==> src/rtl/trc_pkg.sv <==
package trc_pkg;

   localparam int VF_W   = 3;
   localparam int VFLS_W = 2;

   typedef enum logic [VF_W-1:0] {
      VF_NONE = 3'b000,
      VF_SEQ  = 3'b001,
      VF_DIR  = 3'b010,
      VF_EXC  = 3'b100,
      VF_IND  = 3'b101,
      VF_SYNC = 3'b110
   } vf_code_e;

   localparam logic [VFLS_W-1:0] FL_NONE = 2'b00;
   localparam logic [VFLS_W-1:0] FL_HALT = 2'b11;

   typedef enum logic {
      ST_RUN = 1'b0,
      ST_DBG = 1'b1
   } mode_e;

endpackage

==> src/rtl/trc_sync_track.sv <==
module trc_sync_track (
   input  logic clk,
   input  logic rst_n,
   input  logic vsync,
   input  logic take,
   output logic want
);

   logic prev_q;
   logic pend_q;
   logic edge_w;

   assign edge_w = vsync ^ prev_q;
   assign want   = pend_q | edge_w;

   always_ff @(posedge clk) begin
      if (!rst_n) begin
         prev_q <= 1'b0;
         pend_q <= 1'b0;
      end else begin
         prev_q <= vsync;
         pend_q <= want & ~take;
      end
   end


   sync_held_chk: assert property (@(posedge clk) disable iff (!rst_n)
      (want && !take) |=> pend_q);


   sync_clear_chk: assert property (@(posedge clk) disable iff (!rst_n)
      take |=> (pend_q == (vsync != $past(vsync))) || !pend_q);

endmodule

==> src/rtl/trc_fetch_mark.sv <==
module trc_fetch_mark (
   input  logic clk,
   input  logic rst_n,
   input  logic mark_set,
   input  logic dbg,
   input  logic show_all,
   input  logic fetch_req,
   output logic fetch_mark
);

   logic pend_q;

   assign fetch_mark = fetch_req & (pend_q | (show_all & ~dbg));

   always_ff @(posedge clk) begin
      if (!rst_n) begin
         pend_q <= 1'b0;
      end else begin
         pend_q <= mark_set | (pend_q & ~fetch_req);
      end
   end


   mark_take_chk: assert property (@(posedge clk) disable iff (!rst_n)
      (pend_q && fetch_req) |-> fetch_mark);


   mark_set_chk: assert property (@(posedge clk) disable iff (!rst_n)
      mark_set |=> pend_q);


   mark_show_chk: assert property (@(posedge clk) disable iff (!rst_n)
      (show_all && !dbg && fetch_req) |-> fetch_mark);

endmodule

==> src/rtl/trc_flow_fsm.sv <==
module trc_flow_fsm
   import trc_pkg::*;
#(
   parameter int               N_SER      = 7,
   parameter logic [N_SER-1:0] SER_MASK   = '1,
   parameter int               YIELD_SYNC = 0
) (
   input  logic              clk,
   input  logic              rst_n,
   input  logic              rt_seq,
   input  logic              rt_dir,
   input  logic              rt_ind,
   input  logic              rt_exc,
   input  logic [N_SER-1:0]  rt_ser,
   input  logic              dbg_enter,
   input  logic              dbg_exit,
   input  logic              sync_want,
   output logic              sync_take,
   output logic              mark_set,
   output logic              dbg,
   output logic [VF_W-1:0]   vf,
   output logic [VFLS_W-1:0] vfls
);

   logic [N_SER-1:0] ser_hit;
   logic             ser_any;
   logic             ind_any;
   logic             sync_gate;

   generate
      for (genvar i = 0; i < N_SER; i++) begin : g_ser
         if (SER_MASK[i]) begin : g_on
            assign ser_hit[i] = rt_ser[i];
         end else begin : g_off
            assign ser_hit[i] = 1'b0;
         end
      end

      if (YIELD_SYNC == 0) begin : g_preempt
         assign sync_gate = 1'b1;
      end else begin : g_yield
         assign sync_gate = ~(rt_dir | rt_seq);
      end
   endgenerate

   assign ser_any = |ser_hit;
   assign ind_any = rt_ind | ser_any;

   mode_e             mode_q, mode_d;
   vf_code_e          vf_q, vf_d;
   logic [VFLS_W-1:0] vfls_q, vfls_d;

   always_comb begin
      mode_d    = mode_q;
      vf_d      = VF_NONE;
      vfls_d    = FL_NONE;
      sync_take = 1'b0;
      mark_set  = 1'b0;
      case (mode_q)
         ST_RUN: begin
            if (dbg_enter) begin
               mode_d   = ST_DBG;
               vf_d     = VF_EXC;
               mark_set = 1'b1;
            end else if (rt_exc) begin
               vf_d     = VF_EXC;
               mark_set = 1'b1;
            end else if (ind_any) begin
               vf_d     = VF_IND;
               mark_set = 1'b1;
            end else if (sync_want && sync_gate) begin
               vf_d      = VF_SYNC;
               sync_take = 1'b1;
            end else if (rt_dir) begin
               vf_d = VF_DIR;
            end else if (rt_seq) begin
               vf_d = VF_SEQ;
            end
         end
         default: begin
            if (dbg_exit) begin
               mode_d    = ST_RUN;
               mark_set  = 1'b1;
               sync_take = sync_want;
               vf_d      = sync_want ? VF_SYNC : VF_IND;
            end else begin
               vfls_d = FL_HALT;
            end
         end
      endcase
   end

   always_ff @(posedge clk) begin
      if (!rst_n) begin
         mode_q <= ST_RUN;
         vf_q   <= VF_NONE;
         vfls_q <= FL_NONE;
      end else begin
         mode_q <= mode_d;
         vf_q   <= vf_d;
         vfls_q <= vfls_d;
      end
   end

   assign dbg  = (mode_q == ST_DBG);
   assign vf   = vf_q;
   assign vfls = vfls_q;


   enter_code_chk: assert property (@(posedge clk) disable iff (!rst_n)
      (mode_q == ST_RUN && dbg_enter) |=> (vf_q == VF_EXC && mode_q == ST_DBG));


   halt_code_chk: assert property (@(posedge clk) disable iff (!rst_n)
      (mode_q == ST_DBG && !dbg_exit) |=> (vf_q == VF_NONE && vfls_q == FL_HALT));


   exit_code_chk: assert property (@(posedge clk) disable iff (!rst_n)
      (mode_q == ST_DBG && dbg_exit) |=> (vf_q == VF_IND || vf_q == VF_SYNC));


   ser_ind_chk: assert property (@(posedge clk) disable iff (!rst_n)
      (mode_q == ST_RUN && !dbg_enter && !rt_exc && ser_any) |=> vf_q == VF_IND);


   run_flush_chk: assert property (@(posedge clk) disable iff (!rst_n)
      (mode_q == ST_RUN) |-> vfls_q == FL_NONE);

endmodule

==> src/rtl/trc_status_enc.sv <==
module trc_status_enc
   import trc_pkg::*;
#(
   parameter int               N_SER      = 7,
   parameter logic [N_SER-1:0] SER_MASK   = '1,
   parameter int               YIELD_SYNC = 0
) (
   input  logic              clk,
   input  logic              rst_n,
   input  logic              rt_seq,
   input  logic              rt_dir,
   input  logic              rt_ind,
   input  logic              rt_exc,
   input  logic [N_SER-1:0]  rt_ser,
   input  logic              dbg_enter,
   input  logic              dbg_exit,
   input  logic              vsync,
   input  logic              show_all,
   input  logic              fetch_req,
   output logic [VF_W-1:0]   vf,
   output logic [VFLS_W-1:0] vfls,
   output logic              fetch_mark
);

   generate
      if (N_SER < 1) begin : g_bad_nser
         $error("trc_status_enc: N_SER must be at least 1");
      end
      if (YIELD_SYNC != 0 && YIELD_SYNC != 1) begin : g_bad_yield
         $error("trc_status_enc: YIELD_SYNC must be 0 or 1");
      end
   endgenerate

   logic sync_want;
   logic sync_take;
   logic mark_set;
   logic dbg;

   trc_sync_track u_sync (
      .clk   (clk),
      .rst_n (rst_n),
      .vsync (vsync),
      .take  (sync_take),
      .want  (sync_want)
   );

   trc_flow_fsm #(
      .N_SER      (N_SER),
      .SER_MASK   (SER_MASK),
      .YIELD_SYNC (YIELD_SYNC)
   ) u_flow (
      .clk       (clk),
      .rst_n     (rst_n),
      .rt_seq    (rt_seq),
      .rt_dir    (rt_dir),
      .rt_ind    (rt_ind),
      .rt_exc    (rt_exc),
      .rt_ser    (rt_ser),
      .dbg_enter (dbg_enter),
      .dbg_exit  (dbg_exit),
      .sync_want (sync_want),
      .sync_take (sync_take),
      .mark_set  (mark_set),
      .dbg       (dbg),
      .vf        (vf),
      .vfls      (vfls)
   );

   trc_fetch_mark u_mark (
      .clk        (clk),
      .rst_n      (rst_n),
      .mark_set   (mark_set),
      .dbg        (dbg),
      .show_all   (show_all),
      .fetch_req  (fetch_req),
      .fetch_mark (fetch_mark)
   );


   reset_code_chk: assert property (@(posedge clk)
      !rst_n |=> (vf == 3'b000 && vfls == 2'b00));

endmodule

==> config.mk <==
export PLATFORM = sky130hd
export DESIGN_NAME = trc_status_enc
export DESIGN_NICKNAME = d
export VERILOG_FILES = /design/src/rtl/trc_pkg.sv /design/src/rtl/trc_sync_track.sv /design/src/rtl/trc_fetch_mark.sv /design/src/rtl/trc_flow_fsm.sv /design/src/rtl/trc_status_enc.sv
export SDC_FILE = /design/constraint.sdc
export NUM_CORES = 1
export LEC_CHECK = 0
export BUFFER_PORTS_ARGS = -buffer_cell sky130_fd_sc_hd__buf_2
export CORE_AREA = 2 2 39 41
export DETAILED_ROUTE_END_ITERATION = 10
export DIE_AREA = 0 0 41 43
export SLEW_MARGIN = 20
export SYNTH_ARGS = -nofsm -noshare
export SYNTH_HDL_FRONTEND = slang
export SYNTH_SLANG_ARGS = --single-unit
==> constraint.sdc <==
create_clock -name clk -period 1.15 [get_ports clk]
set_input_delay 0.1725 -clock clk [delete_from_list [all_inputs] [get_ports clk]]
set_output_delay 0.1725 -clock clk [all_outputs]
set_load 0.01 [all_outputs]
; Yosys cells after proc, flatten, opt, wreduce, memory -nomap -nowiden
; Index checks and enable logic that the tools add are counted.
[totals]
ff_bits = 9
inputBits = 18
out_inout_bits = 6
elab_cells = 44
[op_classes]
mux = 24
n_bitwise = 12
n_reduce_logical = 2
[ops]
columns = op, count
row1 = 3-bit two-way mux, 7
row2 = 1-bit two-way mux, 15
row3 = 7-bit OR reduction, 1
row4 = 1-bit bitwise AND, 4
row5 = 2-bit two-way mux, 2
row6 = 1-bit OR, 4
row7 = 1-bit NOT, 3
row8 = 2-bit AND reduction, 1
row9 = 1-bit bitwise XOR, 1

; Logic depth before layout (Yosys ltp)
; Gate-level depths: netlist of the first run.
[logic_depth]
ltp_word = 9
depth_mapped = 3
mapped_depth_nobuf = 3

; By module
; Synthesis of the first run repeated with hierarchy kept, for this count alone.
[hier_totals]
hier_cells = 40
area_unflattened_um2 = 390.4
[modules_own_cells]
columns = module, n_inst, cells_per_inst, area_per_inst_um2, seq_area_each_um2
row1 = trc_flow_fsm, 1, 27, 267.8, 100.1
row2 = trc_sync_track, 1, 8, 75.1, 40.0
row3 = trc_fetch_mark, 1, 5, 47.5, 20.0

; Worst setup path after synthesis of the first run
; OpenSTA, ideal clock, no wires.
[synth_path]
path_type = flip-flop to flip-flop
start = register u_flow.mode_q, in the netlist u_flow.dbg
end = register u_mark.pend_q
setup_time_ps = 125
arrival_ps = 1066
t_required_ps = 1025
setup_slack_ps = -42
stages_incl_launch_ff = 4
n_path_buf = 0
synth_period_minus_slack_ps = 1192
cell_sequence = dfxtp_1 > or3_1 > nor3_4 > o22ai_1
[synth_between]
elab_chain_cells = 2
[synth_rtl]
columns = item, line_no
row1 = from (decl), trc_flow_fsm.sv:49  ; mode_e mode_q, mode_d;
row2 = from (signal assigned), trc_flow_fsm.sv:99  ; mode_q <= mode_d;
row3 = 1-bit two-way mux, trc_flow_fsm.sv:59  ; case (mode_q)
row4 = 1-bit OR, trc_fetch_mark.sv:19  ; pend_q <= mark_set | (pend_q & ~fetch_req);
row5 = to (signal assigned), trc_fetch_mark.sv:19
row6 = to (decl), trc_fetch_mark.sv:11  ; logic pend_q;
; Every way passes these cells.
; A chain may end at the register's enable or synchronous reset.

; Worst setup path after layout of the first run
[layout_path]
start = register u_flow.mode_q, in the netlist u_flow.dbg
end = output fetch_mark
[layout_between]
elab_chain_cells = 4
[layout_rtl]
columns = item, line_no
row1 = 1-bit NOT, --
row2 = 1-bit bitwise AND, trc_fetch_mark.sv:13  ; assign fetch_mark = fetch_req & (pend_q | (show_all & ~dbg));
row3 = 1-bit OR, trc_fetch_mark.sv:13
row4 = 1-bit bitwise AND, trc_fetch_mark.sv:13
row5 = to (decl), trc_status_enc.sv:22  ; output logic fetch_mark
; Every way passes these cells.

==> flow_summary.yaml, run 1 <==
status:
  outcome: "complete, but fails checks"
  violations: "negative setup slack"
layout:
  nFillCells: 145
  fin_nets: 87
  fin_cells: 83
  layout-drive-gt1-share: 0.552
  diodes: 0
  area_growth_pct: 56.6
clock_network:
  clock_path_buffers: 2
  cts_root_buf: "clkbuf_4"
  cts_sinks: 8
  clk_latency_ns: 0.25
  cts_buffers: 3
  ctsHtreeMaxLevel: 1
  tritoncts: "done"
  path_clk_slew_ns: 0.05
run:
  max_cap_viol_count: 0
worst_setup_path:
  slowest_stage: "dfxtp_2"
  startpoint_type: "flop"
  worstSetupEndpointType: "output port"
  cp_max_fo: 4
  worstPathRequired_ns: 0.98
  r2r-start: "u_flow.dbg"
  crit_chain: "buf_6, nor2b_1, o21a_1, buf_2"
  critPathKind: "reg -> out"
  crit_start: "u_flow.dbg"
  arrival_ns: 1.02
  slowest_delay_ns: 0.32
grt:
  grt_max_degree: 5
  antenna_found_initial: 0
  grt_pass1_wl_microns: 1240
  grt_pass1_vias: 339
  grt_use_total: 0.107
  overflow: 0
floorplanning:
  design.core.area_sq_mm: 0.00138
  fp.dieW_microns: 41
  start_util: 0.260
  dieArea_sq_mm: 0.00176
  rows: 14
  io_pins: 24
  die_h_microns: 43
placed_design:
  place_hpwl_microns: 676
  io_buffers: 23
  place.gp.congestion: 0.706
  dp_cells: 79
power:
  cellPowerDensity_mw_per_mm2: 1130
  intPower_uw: 490
  switching_power_uw: 150
  combPwrFrac: 0.198
  power.leakage_uw: 0.000279
  p_clk_frac: 0.324
  power_frac_seq: 0.478
  ir_drop_uv: 735
  switching_share: 0.234
sta:
  period_minus_slack_ns: 1.19
  timing.final.crit_share: 1.04
  fin_worst_skew_ns: 0.00193
  slew_headroom: 0.849
  post-route-worst-setup-slack_ns: -0.0403
  whs_ns: 0.122
  rsz0062_at_grt: "true"
  hold_viol: 0
  max_freq_ghz: 0.840
  setup_viol: 3
  tightest_slew_ns: 0.225
  drv_slew: 0
synth:
  synthArstFlopShare: 0
  syn_area_per_cell_sq_um: 10.0
  synth_area_leaders: "dfxtp_1, a2bb2o_4, nor3_4"
  ys_ff_latch: 8
  ys.warnings.count: 0
  synth_cells: 36
  synth-edff-count: 0
  ys_seq_area_frac: 0.444
  synth_nets: 54
  synth_area_sq_um: 360
  synthFlopType: "dfxtp_1"
  yosys.area.top_type: "dfxtp_1"
  synthDistinctLibCells: 22
  yosys.area.top_type_share: 0.444
routing:
  dr.pass1.iters: 4
  wl_per_cell_microns: 9.53
  vias_per_cell: 4.43
  via_count: 368
  drtAntennaViolNets: 0
  drt_iter0_drc: 2
  route.final.wire_length_microns: 791
  drc: 0
hold_path:
  hp-start: "fetch_req"
  hold_path_class: "in -> reg"
==> kinds of logic after synthesis <==
group	share of synthesized area
AOI/OAI and AO/OA	0.198
xor gates and xnor gates	0.0486
buffers and inverters	0.0312
DFF	0.444
and+or+nand+nor	0.278
==> worst paths after layout <==
check	end	slack (ns)	depth (start not counted)
max reg2reg	u_flow.vf[2]	-0.03	3
max	fetch_mark	-0.04	4
min	u_mark.pend_q	0.12	2
min reg2reg	u_mark.pend_q	0.48	2
==> cell usage after synthesis, drive strengths merged, types with 2 or more instances <==
cell type / count
or4: 3
o22ai: 2
nand2b: 2
nor2: 2
dfxtp: 8
nand2: 3
a21oi: 2
==> sequential cells by signal, indices dropped and copies added (netlist names) <==
name	flops
u_flow.dbg	1
u_flow.vf	3
u_flow.vfls	1
u_mark.pend_q	1
u_sync.pend_q	1
u_sync.prev_q	1
==> power by group through the flow <==
stage          Clock (uW)  Sequential (uW)  Combinational (uW)
5_1_grt               233              308                 141
6_report              207              306                 127
4_1_cts               221              305                 128
2_1_floorplan           0              315                52.2
3_5_place_dp            0              310                 123
3_3_place_gp            0              310                 121
==> through the flow <==
stage	setup WS, ns	instance area (sq um)	power (uW)	setup TNS [ns]	utilization
after detailed placement	-0.183	529	433	-0.816	0.382
after CTS	-0.0762	564	654	-0.132	0.408
after floorplan	-0.0111	364	367	-0.0242	-
final	-0.0403	564	640	-0.0893	0.408
after global placement	-0.176	529	431	-0.772	0.382
after global routing	-0.123	564	682	-0.355	0.408
==> cell usage in the layout, fill, tap and decap left out, drive strengths merged, types with 2 or more instances in the layout <==
cell type / Yosys / routed
a21oi: 2 / 2
buf: 1 / 29
clkbuf: 0 / 3
dfxtp: 8 / 8
nand2: 3 / 3
nand2b: 2 / 2
nor2: 2 / 2
o22ai: 2 / 2
or4: 3 / 3
==> worst max-delay path, delay by kind of cell (launching register included) <==
| kind | cells | cell delay, ns |
|---|---|---|
| and+or+nand+nor | 1 | 0.10 |
| AOI/OAI and AO/OA | 1 | 0.12 |
| buffers and inverters | 2 | 0.23 |
| DFF | 1 | 0.32 |
==> metal layers <==
metal  vias to the layer above  wire length (microns)  global-route usage
met5                         -                      0                   0
met4                         0                      9              0.0400
met3                         2                     81              0.0838
met2                        12                    408               0.163
met1                       159                    292               0.106
li1                        195                      -                   -
==> timing repair <==
item / 4_1_cts / 5_1_grt
setup buffers: 1 / 0
hold buffers: 0 / 0
endpoints found under the hold margin: 0 / 0
resized for setup: 2 / 1
endpoints found under the setup margin: 5 / 6
pin swaps: 2 / 1
==> cell type report <==
type,instances,area (sq um),area share
Clock buffer,3,22.5,0.0399
Tap cell,16,20.0,0.0355
Inverter,1,3.75,0.00665
Multi-Input combinational cell,26,193,0.341
Timing Repair Buffer,29,164,0.290
Sequential cell,8,161,0.286
(Power assumes the default switching activity.)
==> run 2, diff against run 1 <==
- REMOVE_ABC_BUFFERS: not set -> 1
==> run 2 against run 1 <==
Net effect:
- the run still ends with negative setup slack left
- design area rose by 0.22%
- clock power barely moved
- routed wire length rose by 7.3%
- global-route usage rose by 2.3 points
- register-to-register slack barely moved
- non-clock buffer count did not move
==> flow_summary.yaml, run 2 (same netlist as run 1, synthesis figures left out) <==
worst_setup_path:
  worstSetupEndpointType: "flop"
  crit_start: "u_flow.dbg"
  crit_chain: "or3_4, nor3_4, o22ai_1"
  slowest_delay_ns: 0.38
  arrival_ns: 1.32
  path_buf_inv: 0
  critPathKind: "reg -> reg"
  worstPathRequired_ns: 1.27
  cp_max_fo: 4
  reg2regPathDepth: 3
  r2r-start: "u_flow.dbg"
  crit_cells: 3
  r2r-end: "u_flow.vf[2]"
  startpoint_type: "flop"
  rrSetupSlack_ns: -0.04
  crit_end: "u_flow.vf[2]"
  slowest_stage: "or3_4"
  worst_path_dominant_cell_family: "simple AND/OR/NAND/NOR gates"
power:
  p_clk_frac: 0.322
  intPower_uw: 491
  ir_drop_uv: 727
  switching_share: 0.237
  switching_power_uw: 152
  cellPowerDensity_mw_per_mm2: 1140
  power.leakage_uw: 0.000278
  combPwrFrac: 0.203
  power_frac_seq: 0.475
status:
  outcome: "complete, but fails checks"
  violations: "negative setup slack"
sta:
  period_minus_slack_ns: 1.19
  rsz0062_at_grt: "true"
  timing.final.crit_share: 1.04
  tightest_slew_ns: 0.229
  slew_headroom: 0.846
  drv_slew: 0
  setup_viol: 5
  fin_worst_skew_ns: 0.00263
  post-route-worst-setup-slack_ns: -0.0424
  setup_tns_ns: -0.123
  hold_viol: 0
  max_freq_ghz: 0.839
layout:
  final_common_cell: "buf_2"
  stdcell_area_sq_um: 566
  diodes: 0
  area_growth_pct: 56.9
  fin_nets: 87
  layout-drive-gt1-share: 0.552
  layout_common_cells: "buf_2, dfxtp_1, buf_4"
  nFillCells: 141
  largest_reg_flops: 3
  seqCellArea_sq_um: 161
  fin_util: 0.409
  multi_input_area_sq_um: 194
grt:
  top_usage_layer: "met2"
  gr-usage-met1: 0.119
  grt_pass1_vias: 397
  grt_use_total: 0.131
  overflow: 0
  grt_max_degree: 5
  grt.met2_usage: 0.231
  antenna_found_initial: 0
  grt_pass1_wl_microns: 1550
  use_met3: 0.0681
run:
  max_cap_viol_count: 0
floorplanning:
  die_h_microns: 43
  start_util: 0.260
  io_pins: 24
  design.core.area_sq_mm: 0.00138
  rows: 14
  dieArea_sq_mm: 0.00176
  fp.dieW_microns: 41
placed_design:
  place.gp.congestion: 0.698
  dpl_cell_area_sq_um: 526
  place_hpwl_microns: 703
  io_buffers: 23
routing:
  vias_per_cell: 4.63
  drc: 0
  drtAntennaViolNets: 0
  wl_per_cell_microns: 10.2
  drt_iter0_drc: 0
  dr.pass1.iters: 1
  route.final.wire_length_microns: 849
  via_count: 384
hold_path:
  hp-start: "fetch_req"
  hold_path_class: "in -> reg"
clock_network:
  cts_root_buf: "clkbuf_4"
  path_clk_slew_ns: 0.05
  clock_path_buffers: 2
  clk_latency_ns: 0.25
  ctsHoldBuffers: 0
  cts_sinks: 8
  ctsHtreeMaxLevel: 1
  tritoncts: "done"
  cts_buffers: 3
## run 2: power groups by stage
stage	combinational [uW]	sequential (uW)	clock (uW)
after global routing	148	308	227
final	130	306	207
after CTS	131	306	216
after detailed placement	122	310	0
after floorplan	49.1	316	0
after global placement	120	310	0
## run 2: final cells by class
cell class / instances / share of cell area
clock buffers: 3 / 0.0398
well taps: 16 / 0.0354
repair buffers: 29 / 0.290
multi-input cells: 26 / 0.343
inverters: 1 / 0.00664
flip-flops and latches: 8 / 0.285
## run 2: layer usage
| metal | vias up | share of wire |
|---|---|---|
| met4 | 0 | 0.012 |
| met1 | 176 | 0.37 |
| met2 | 13 | 0.53 |
| met3 | 2 | 0.085 |
| met5 | - | 0 |
| li1 | 193 | - |
## run 2: what timing repair did
item | CTS | global route
pin swaps | 3 | 1
resized for setup | 3 | 1
hold endpoints to repair | 0 | 0
buffers inserted | 1 | 0
endpoints found under the setup margin | 5 | 5
## run 2: stage by stage
step | worst slack (ns) | hold slack, ns | cells | total power, uW
finish | -0.0424 | 0.135 | 83 | 643
global route | -0.115 | 0.151 | 83 | 683
CTS | -0.0667 | 0.131 | 83 | 654
detailed placement | -0.181 | 0.393 | 79 | 433
global placement | -0.170 | 0.378 | 79 | 430
floorplan | -0.0416 | 0.267 | 35 | 365
## run 2: worst min path at each step
stage	cells past startpoint	end	slack (ns)
final	2	u_mark.pend_q	0.14
after global routing	2	u_mark.pend_q	0.15
after CTS	2	u_mark.pend_q	0.13
after detailed placement	2	u_mark.pend_q	0.39
after global placement	2	u_mark.pend_q	0.38
after floorplan	1	u_mark.pend_q	0.27
==> run 3, diff against run 2 <==
- CELL_PAD_IN_SITES_DETAIL_PLACEMENT: not set -> 0
- CELL_PAD_IN_SITES_GLOBAL_PLACEMENT: not set -> 1
- CORE_AREA: 2 2 39 41 -> not set
- CORE_UTILIZATION: not set -> 24
- DIE_AREA: 0 0 41 43 -> not set
- HOLD_SLACK_MARGIN: not set -> 0.06
- PLACE_DENSITY_LB_ADDON: not set -> 0.1
- REMOVE_ABC_BUFFERS: 1 -> not set
==> run 3 against run 2 <==
Net effect:
- the flow still finishes with violations (negative setup slack)
- cell count shrank 2.4%
- sequential power is essentially flat
- combinational power shrank 4%
- clock-buffer cell count is the same
- largest cell class unchanged
- highest routed layer is now met3
==> flow_summary.yaml, run 3 (same netlist as run 1, synthesis figures left out) <==
worst_setup_path:
  critPathKind: "reg -> out"
  slowest_delay_ns: 0.32
  worstSetupEndpointType: "output port"
  crit_cells: 4
  worst_path_dominant_cell_family: "flip-flops"
  slowest_stage: "dfxtp_2"
  rrSetupSlack_ns: 0
  worstPathRequired_ns: 0.98
  crit_chain: "buf_6, nor2b_1, o21a_1, buf_2"
  startpoint_type: "flop"
  cp_max_fo: 3
  arrival_ns: 0.99
  path_buf_inv: 2
  reg2regPathDepth: 3
sta:
  timing.final.crit_share: 1.01
  tightest_slew_ns: 0.295
  setup_viol: 2
  slew_headroom: 0.801
  hold_viol: 0
  setup_tns_ns: -0.0172
  post-route-worst-setup-slack_ns: -0.0144
  rsz0062_at_grt: "true"
  fin_worst_skew_ns: 0.00267
  max_freq_ghz: 0.859
  whs_ns: 0.114
  drv_slew: 0
  period_minus_slack_ns: 1.16
grt:
  grt_pass1_wl_microns: 1250
  antenna_found_initial: 0
  overflow: 0
  use_met3: 0.0489
  top_usage_layer: "met2"
  grt_max_degree: 5
  grt_pass1_vias: 323
  grt.met2_usage: 0.194
  gr-usage-met1: 0.124
  grt_use_total: 0.122
placed_design:
  place_hpwl_microns: 681
  place_ws_ns: -0.174
  place.gp.congestion: 0.690
  dpl_cell_area_sq_um: 520
  io_buffers: 23
layout:
  final_common_cell: "buf_2"
  layout_common_cells: "buf_2, dfxtp_1, buf_4"
  diodes: 0
  area_growth_pct: 54.9
  stdcell_area_sq_um: 558
  fin_nets: 86
  layout-drive-gt1-share: 0.561
  largest_reg_flops: 3
routing:
  vias_per_cell: 4.64
  via_count: 376
  wl_per_cell_microns: 10.0
  drtAntennaViolNets: 0
  route.final.wire_length_microns: 813
  drc: 0
  dr.pass1.iters: 5
  drt_iter0_drc: 4
floorplanning:
  design.core.area_sq_mm: 0.00135
  rows: 13
  io_pins: 24
  fp.dieW_microns: 40.8
  dieArea_sq_mm: 0.00166
  die_h_microns: 40.8
  start_util: 0.267
power:
  total_power_uw: 646
  power.leakage_uw: 0.000275
  cellPowerDensity_mw_per_mm2: 1160
  ir_drop_uv: 461
run:
  max_cap_viol_count: 0
status:
  outcome: "complete, but fails checks"
  violations: "negative setup slack"
hold_path:
  hold_depth: 2
  hold_path_class: "in -> reg"
clock_network:
  ctsHtreeMaxLevel: 1
  cts_root_buf: "clkbuf_4"
  cts_buffers: 3
  tritoncts: "done"
  clk_latency_ns: 0.25
  path_clk_slew_ns: 0.06
  clock_path_buffers: 2
  cts_sinks: 8
## run 3: changes by cell type in the layout (fill, tap and decap cells not counted), sizes merged
cell / previous run / this run
buf: 29 / 28
## run 3: worst reg2reg max path, cell delays in order (launching register included)
cell     delay, ns
dfxtp_2       0.32
or3_1         0.41
nor3_4        0.21
o22ai_1       0.10
## run 3: area by class of cell
class / count / area (sq um)
Multi-Input combinational cell: 26 / 195
Timing Repair Buffer: 28 / 156
Clock buffer: 3 / 22.5
Sequential cell: 8 / 161
Fill cell: 147 / 792
Tap cell: 15 / 18.8
Inverter: 1 / 3.75
## run 3: where the power goes
group	total (uW)	internal, uW	leakage, uW	switching, uW
clock network	214	119	0.0000138	95.0
logic	125	71.8	0.000195	53.5
registers	306	297	0.0000666	9.26
## run 3: metrics by stage
step / instances / utilization
after global routing: 81 / 0.413
after global placement: 77 / 0.386
after floorplan: 36 / -
final: 81 / 0.413
after detailed placement: 77 / 0.386
after CTS: 81 / 0.413
## run 3: worst paths after layout
check	from	to
worst max-delay path	u_flow.dbg	fetch_mark
worst min-delay path	fetch_req	u_mark.pend_q
worst max register to register	u_flow.dbg	u_mark.pend_q
worst min register to register	u_mark.pend_q	u_mark.pend_q
## run 3: routing by layer
layer / up-vias / share of wire
li1: 192 / -
met1: 162 / 0.45
met2: 22 / 0.45
met3: 0 / 0.10
met4: 0 / 0
met5: - / 0
## run 3: repair_timing
action	4_1_cts	5_1_grt
hold buffers	0	0
gates cloned	0	0
setup endpoints to repair	6	6
setup buffers	1	0
pin swaps	2	1
gates resized for setup	3	0
